[config.mk]
export PLATFORM = sky130hd
export DESIGN_NAME = nand_pgrd_seq
export DESIGN_NICKNAME = d
export VERILOG_FILES = /design/src/rtl/nand_pgrd_pkg.sv /design/src/rtl/nand_pgrd_map.sv /design/src/rtl/nand_pgrd_tmr.sv /design/src/rtl/nand_pgrd_seq.sv
export SDC_FILE = /design/constraint.sdc
export NUM_CORES = 1
export LEC_CHECK = 0
export BUFFER_PORTS_ARGS = -buffer_cell sky130_fd_sc_hd__buf_2
export CORE_UTILIZATION = 47
export CTS_BUF_LIST = sky130_fd_sc_hd__clkbuf_8
export CTS_CLUSTER_SIZE = 8
export DETAILED_ROUTE_END_ITERATION = 16
export PLACE_DENSITY = 0.73
export REMOVE_ABC_BUFFERS = 1
export SYNTH_ARGS = -nofsm -noshare
export SYNTH_HDL_FRONTEND = slang
export SYNTH_SLANG_ARGS = --single-unit
[constraint.sdc]
create_clock -name clk -period 2.3 [get_ports clk]
set_input_delay 0.46 -clock clk [delete_from_list [all_inputs] [get_ports clk]]
set_output_delay 0.46 -clock clk [all_outputs]
set_load 0.01 [all_outputs]
[src/rtl/nand_pgrd_pkg.sv]
package nand_pgrd_pkg;

    // Page geometry of the supported device family
    localparam int unsigned COL_W       = 12;
    localparam int unsigned ROW_W       = 24;
    localparam int unsigned DATA_BYTES  = 2048;
    localparam int unsigned SPARE_BYTES = 64;
    localparam int unsigned PAGE_BYTES  = DATA_BYTES + SPARE_BYTES;
    localparam int unsigned ADDR_CYCLES = 5;
    localparam int unsigned COL_CYCLES  = 2;
    localparam int unsigned ROW_CYCLES  = ADDR_CYCLES - COL_CYCLES;

    localparam logic [7:0] OP_READ    = 8'h00;
    localparam logic [7:0] OP_CONFIRM = 8'h30;

    typedef enum logic [3:0] {
        ST_IDLE,
        ST_CMD1,
        ST_ADDR,
        ST_CMD2,
        ST_TWB,
        ST_WAITRB,
        ST_RDLO,
        ST_OUT,
        ST_FIN,
        ST_TOUT
    } seq_state_e;

endpackage

[src/rtl/nand_pgrd_map.sv]
// Turns a host request into the effective column and the clipped byte count,
// and judges whether the request can be served at all.
module nand_pgrd_map
    import nand_pgrd_pkg::*;
#(
    parameter int unsigned LEN_W = 12
) (
    input  logic [COL_W-1:0] col_in,
    input  logic             spare_in,
    input  logic [LEN_W-1:0] len_in,
    output logic [COL_W-1:0] col_eff,
    output logic [LEN_W-1:0] count,
    output logic             ok
);
    localparam int unsigned CW = ((COL_W > LEN_W) ? COL_W : LEN_W) + 1;

    logic [CW-1:0] col_sum;
    logic [CW-1:0] room;
    logic [CW-1:0] len_ext;

    always_comb begin
        col_sum = spare_in ? (CW'(col_in) + CW'(DATA_BYTES)) : CW'(col_in);
        ok      = (len_in != '0) &&
                  (spare_in ? (CW'(col_in) < CW'(SPARE_BYTES))
                            : (CW'(col_in) < CW'(PAGE_BYTES)));
        col_eff = col_sum[COL_W-1:0];
        room    = CW'(PAGE_BYTES) - col_sum;
        len_ext = CW'(len_in);
        count   = (len_ext < room) ? len_in : room[LEN_W-1:0];
    end

endmodule

[src/rtl/nand_pgrd_tmr.sv]
// Shared down-counter: loaded with N-1 it reports zero N clocks after the load.
module nand_pgrd_tmr #(
    parameter int unsigned W = 16
) (
    input  logic         clk,
    input  logic         rst_n,
    input  logic         load,
    input  logic [W-1:0] val,
    output logic         zero
);
    logic [W-1:0] cnt_d, cnt_q;

    always_comb begin
        cnt_d = cnt_q;
        if (load)
            cnt_d = val;
        else if (cnt_q != '0)
            cnt_d = cnt_q - 1'b1;
    end

    always_ff @(posedge clk or negedge rst_n) begin
        if (!rst_n) cnt_q <= '0;
        else        cnt_q <= cnt_d;
    end

    assign zero = (cnt_q == '0);

endmodule

[src/rtl/nand_pgrd_seq.sv]
module nand_pgrd_seq
    import nand_pgrd_pkg::*;
#(
    parameter int unsigned PULSE_CYC = 2,   // clocks per strobe phase
    parameter int unsigned TWB_CYC   = 10,  // guard after the confirm opcode
    parameter int unsigned TMR_W     = 16,
    parameter int unsigned LEN_W     = 12
) (
    input  logic             clk,
    input  logic             rst_n,
    input  logic             req_valid,
    output logic             req_ready,
    input  logic [23:0]      req_row,
    input  logic [11:0]      req_col,
    input  logic             req_spare,
    input  logic [LEN_W-1:0] req_len,
    input  logic [TMR_W-1:0] busy_limit,
    output logic             nand_ce_n,
    output logic             nand_cle,
    output logic             nand_ale,
    output logic             nand_we_n,
    output logic             nand_re_n,
    output logic             nand_io_oe,
    output logic [7:0]       nand_io_out,
    input  logic [7:0]       nand_io_in,
    input  logic             nand_rb_n,
    output logic             out_valid,
    input  logic             out_ready,
    output logic [7:0]       out_data,
    output logic             out_last,
    output logic             done,
    output logic             err_range,
    output logic             err_timeout
);
    localparam int unsigned IDX_W    = $clog2(ADDR_CYCLES);
    localparam logic [IDX_W-1:0] LAST_IDX = IDX_W'(ADDR_CYCLES - 1);
    localparam logic [TMR_W-1:0] PULSE_LD = TMR_W'(PULSE_CYC - 1);
    localparam logic [TMR_W-1:0] TWB_LD   = TMR_W'(TWB_CYC - 1);

    typedef struct packed {
        seq_state_e       st;
        logic             ph;      // 0: strobe low phase, 1: strobe high phase
        logic [IDX_W-1:0] idx;     // address byte index
        logic [COL_W-1:0] col;
        logic [ROW_W-1:0] row;
        logic [LEN_W-1:0] rem;     // bytes still to deliver
        logic [7:0]       data;
        logic [1:0]       rb;      // ready/busy synchronizer
        logic             err_rng;
    } regs_t;

    regs_t r_d, r_q;

    logic [COL_W-1:0] map_col;
    logic [LEN_W-1:0] map_cnt;
    logic             map_ok;
    logic             tmr_load;
    logic [TMR_W-1:0] tmr_val;
    logic             tmr_zero;
    logic [7:0]       abyte [ADDR_CYCLES];

    nand_pgrd_map #(.LEN_W(LEN_W)) u_map (
        .col_in   (req_col),
        .spare_in (req_spare),
        .len_in   (req_len),
        .col_eff  (map_col),
        .count    (map_cnt),
        .ok       (map_ok)
    );

    nand_pgrd_tmr #(.W(TMR_W)) u_tmr (
        .clk   (clk),
        .rst_n (rst_n),
        .load  (tmr_load),
        .val   (tmr_val),
        .zero  (tmr_zero)
    );

    // Address byte layout: two column cycles then the page index bytes
    assign abyte[0] = r_q.col[7:0];
    assign abyte[1] = {4'b0000, r_q.col[COL_W-1:8]};
    for (genvar g = 0; g < ROW_CYCLES; g++) begin : g_row
        assign abyte[COL_CYCLES + g] = r_q.row[8*g +: 8];
    end

    always_comb begin
        r_d         = r_q;
        r_d.rb      = {r_q.rb[0], nand_rb_n};
        r_d.err_rng = 1'b0;
        tmr_load    = 1'b0;
        tmr_val     = PULSE_LD;
        unique case (r_q.st)
            ST_IDLE: begin
                if (req_valid) begin
                    if (map_ok) begin
                        r_d.st   = ST_CMD1;
                        r_d.ph   = 1'b0;
                        r_d.col  = map_col;
                        r_d.row  = req_row;
                        r_d.rem  = map_cnt;
                        tmr_load = 1'b1;
                    end else begin
                        r_d.err_rng = 1'b1;
                    end
                end
            end
            ST_CMD1, ST_ADDR, ST_CMD2: begin
                if (tmr_zero) begin
                    tmr_load = 1'b1;
                    if (!r_q.ph) begin
                        r_d.ph = 1'b1;
                    end else begin
                        r_d.ph = 1'b0;
                        case (r_q.st)
                            ST_CMD1: begin
                                r_d.st  = ST_ADDR;
                                r_d.idx = '0;
                            end
                            ST_ADDR: begin
                                if (r_q.idx == LAST_IDX) r_d.st = ST_CMD2;
                                else                     r_d.idx = r_q.idx + 1'b1;
                            end
                            default: begin
                                r_d.st  = ST_TWB;
                                tmr_val = TWB_LD;
                            end
                        endcase
                    end
                end
            end
            ST_TWB: begin
                if (tmr_zero) begin
                    r_d.st   = ST_WAITRB;
                    tmr_load = 1'b1;
                    tmr_val  = busy_limit;
                end
            end
            ST_WAITRB: begin
                if (r_q.rb[1]) begin
                    r_d.st   = ST_RDLO;
                    tmr_load = 1'b1;
                end else if (tmr_zero) begin
                    r_d.st = ST_TOUT;
                end
            end
            ST_RDLO: begin
                if (tmr_zero) begin
                    r_d.data = nand_io_in;
                    r_d.st   = ST_OUT;
                end
            end
            ST_OUT: begin
                if (out_ready) begin
                    r_d.rem = r_q.rem - 1'b1;
                    if (r_q.rem == LEN_W'(1)) begin
                        r_d.st = ST_FIN;
                    end else begin
                        r_d.st   = ST_RDLO;
                        tmr_load = 1'b1;
                    end
                end
            end
            ST_FIN, ST_TOUT: r_d.st = ST_IDLE;
            default:         r_d.st = ST_IDLE;
        endcase
    end

    always_ff @(posedge clk or negedge rst_n) begin
        if (!rst_n) begin
            r_q         <= '0;
            r_q.st      <= ST_IDLE;
            r_q.rb      <= 2'b11;
        end else begin
            r_q <= r_d;
        end
    end

    logic wr_phase;
    assign wr_phase    = (r_q.st == ST_CMD1) || (r_q.st == ST_ADDR) || (r_q.st == ST_CMD2);

    assign req_ready   = (r_q.st == ST_IDLE);
    assign nand_ce_n   = (r_q.st == ST_IDLE) || (r_q.st == ST_FIN) || (r_q.st == ST_TOUT);
    assign nand_cle    = (r_q.st == ST_CMD1) || (r_q.st == ST_CMD2);
    assign nand_ale    = (r_q.st == ST_ADDR);
    assign nand_we_n   = !(wr_phase && !r_q.ph);
    assign nand_io_oe  = wr_phase;
    assign nand_io_out = (r_q.st == ST_CMD1) ? OP_READ :
                         (r_q.st == ST_CMD2) ? OP_CONFIRM : abyte[r_q.idx];
    assign nand_re_n   = (r_q.st != ST_RDLO);
    assign out_valid   = (r_q.st == ST_OUT);
    assign out_data    = r_q.data;
    assign out_last    = (r_q.st == ST_OUT) && (r_q.rem == LEN_W'(1));
    assign done        = (r_q.st == ST_FIN);
    assign err_timeout = (r_q.st == ST_TOUT);
    assign err_range   = r_q.err_rng;

endmodule

==> results by group <==
Placement
  • Area post-placement: 6648 sq um
  • I/O Buffers: 105
  • Hpwl dp: 11440 microns
  • Final Wtd Congestion: 0.9257

Synthesis
  • Share of the synthesized area in the top cell type: 38.67%
  • Post-Syn Instances: 606
  • Syn Area/Cell: 8.649 sq um
  • Synth Flop Type: dfrtp_1
  • Top post-synthesis cells by area: dfrtp_1, nand2_1, ha_1
  • Ys Warns: 0
  • Post-synth EDFFs: 0
  • Synthesized flop and latch total: 83
  • Sequential fraction of the synthesis area: 39.68%
  • Post-synthesis cell area: 5241 sq um
  • Cell taking the most area after synthesis: dfrtp_1
  • Post-synth cell types: 69
  • Post-synth ARST share: 100.0%
  • Most frequent cell after synthesis: nand2_1
  • Synth top cells by count: nand2_1, dfrtp_1, nor2_1

Timing
  • Max Fclk: 345.4 MHz
  • Setup-failing EPs final: 42
  • PnR worst setup slack: -0.5953 ns
  • Final Skew: 0.01206 ns
  • Worst-Margin Slew: 0.5089 ns
  • Unrepaired setup endpoints after global routing: yes
  • Final hold viol count: 0
  • Max-slew violations: 0
  • Final worst-path cycle share: 125.9%
  • Slew headroom: 65.81%
  • Period minus WS final: 2.895 ns

Floorplan
  • Placement Rows: 38
  • Die width: 107.6 microns
  • Die area: 11580 sq um
  • Die height: 107.6 microns
  • Total core area: 10840 sq um
  • IO Pins: 106
  • Starting Density: 48.35%

Flow run
  • MaxCap Viol Count: 0

Global routing
  • Antenna violations before repair: 0
  • Overall fraction of global-route tracks in use: 28.82%
  • Global-route wire length before repair: 26030 microns
  • Congestion Overflow GR: 0
  • Vias in the first global route: 5403
  • Largest net degree at the start of global routing: 46

Worst setup path
  • Max FO, Critical Path: 5
  • Worst Path Arrival: 3.19 ns
  • Startpoint types: primary input
  • Flop-to-flop setup slack: -0.17 ns
  • WP data required: 2.60 ns
  • Worst setup path start: req_col[1]
  • Worst reg-to-reg path cell count: 8
  • Worst setup EP type: register
  • RR Startpoint: u_tmr.cnt_q[9]
  • CP Class: primary input to register

Clock tree
  • Longest Clk Path Bufs: 2
  • H-tree levels: 3
  • Skew-Pair Late Insertion Delay: 0.38 ns
  • Clock sink count: 83
  • CTS root buffer: clkbuf_8
  • CTS tree: built
  • TritonCTS Buffers: 9
  • Worst-path clk slew: 0.10 ns

Power and ir drop
  • Worst vdd ir: 0.6002 mV
  • Leakage: 3.741 nW
  • PwrDens: 883.8 nW/um^2

Finish
  • Post-Layout Inst Area: 7601 sq um
  • N_diodes: 0
  • Fraction of layout cells with a size suffix above 1: 41.74%
  • Final core occ: 70.12%
  • Area grow syn2layout: 45.02%
  • Final nets: 920

Hold path
  • Hold Path Class: primary input to register
  • WHS Path Cells: 1
  • Hold path start: nand_rb_n

Outcome
  • Failing checks: setup timing
  • Status: finished, violations left

Route
  • Wire length per cell: 16.81 microns
  • Via-per-instance ratio: 5.672
  • DRC viols: 0
  • Vias after detailed routing: 5496
  • Final antenna-violating net count: 0
  • Routed WL: 16290 microns
  • Pre-antenna DRT Iters: 5
  • Drt initial violations: 386
worst max-delay path: stages:
cell and delay, ns:
buf_6 0.09, or4_4 0.55, o31ai_4 0.20, buf_6 0.14, nor2b_4 0.15, xnor2_2 0.08
ha_1 0.33, nand3_2 0.09, a211oi_2 0.23, a211oi_2 0.14, buf_4 0.18, or3_1 0.34
a32oi_1 0.20
cell usage in the layout (no fill, tap or decap), types with 6 or more instances in the layout:
| cell | count |
|---|---|
| xor2_1 | 15 |
| a22oi_2 | 12 |
| dfrtp_1 | 80 |
| buf_2 | 102 |
| o21ai_0 | 16 |
| buf_12 | 7 |
| a21oi_1 | 21 |
| ha_1 | 17 |
| xnor2_1 | 12 |
| o211ai_1 | 6 |
| nand3_1 | 15 |
| nor2_1 | 47 |
| nor3_1 | 15 |
| clkbuf_8 | 9 |
| nand2_1 | 128 |
| or3_1 | 7 |
| inv_1 | 17 |
| nor4_1 | 9 |
| buf_4 | 116 |
| buf_6 | 18 |
| mux2_4 | 8 |
where the power goes:
| part | total (mW) | switching, mW | internal (mW) |
|---|---|---|---|
| Clock | 1.17 | 0.633 | 0.533 |
| Combinational | 3.44 | 1.75 | 1.69 |
| Sequential | 2.11 | 0.295 | 1.82 |
final cells by class:
| type | instances | area [sq um] |
|---|---|---|
| multi-input cells | 465 | 3274 |
| fillers | 803 | 3239 |
| flip-flops and latches | 83 | 2081 |
| repair buffers | 246 | 1787 |
| well taps | 140 | 175.2 |
| clock buffers | 9 | 123.9 |
| clock inverters | 7 | 87.58 |
| inverters | 19 | 72.57 |
registers in the layout (all words and copies together), names as in the netlist:
register / flops
abyte: 36
r_q: 21
u_tmr.cnt_q: 16
out_data: 8
err_range: 1
r_d: 1
worst paths after layout:
| check | to |
|---|---|
| max | r_q[14] |
| min | r_d[2] |
| max reg2reg | r_q[60] |
| min reg2reg | r_q[2] |
| max in group asynchronous | r_q[2] |
| min in group asynchronous | u_tmr.cnt_q[1] |
cell families after synthesis:
kind of cell | after synthesis | synth area share (%)
and+or+nand+nor | 274 | 24.59
AOI/OAI and AO/OA | 124 | 16.33
DFF | 83 | 39.68
buffers and inverters | 58 | 5.204
xor gates and xnor gates | 30 | 5.013
adders and majority gates | 19 | 4.488
muxes | 18 | 4.703
repair_timing:
action                     in CTS  in global routing
setup endpoints to repair      46                 53
pin swaps                      44                 33
hold buffers                    1                  0
gates cloned                    2                  1
hold endpoints to repair       24                  0
resized for setup              59                 49
buffers inserted               16                  9
routing by layer:
layer	track usage, %	part of all wire [%]	up-vias	wire length (microns)
li1	-	-	2588	-
met3	3.087	4.8	40	774
met4	11.64	2.7	0	440
met2	49.36	49	191	8027
met5	0	0	-	0
met1	37.07	43	2677	7045
stage by stage:
stage | setup WS, ns | power (mW) | setup TNS [ns] | hold slack (ns) | cells
6_report | -0.5953 | 6.717 | -7.978 | 0.1917 | 969
4_1_cts | -0.5959 | 6.413 | -7.543 | 0.1768 | 960
2_1_floorplan | -1.545 | 3.650 | -74.45 | 0.1644 | 567
5_1_grt | -0.6863 | 7.120 | -11.51 | 0.1790 | 969
3_5_place_dp | -1.089 | 4.860 | -32.38 | 0.3548 | 925
3_3_place_gp | -1.000 | 4.753 | -29.35 | 0.3461 | 925
(Power assumes the default switching activity.)
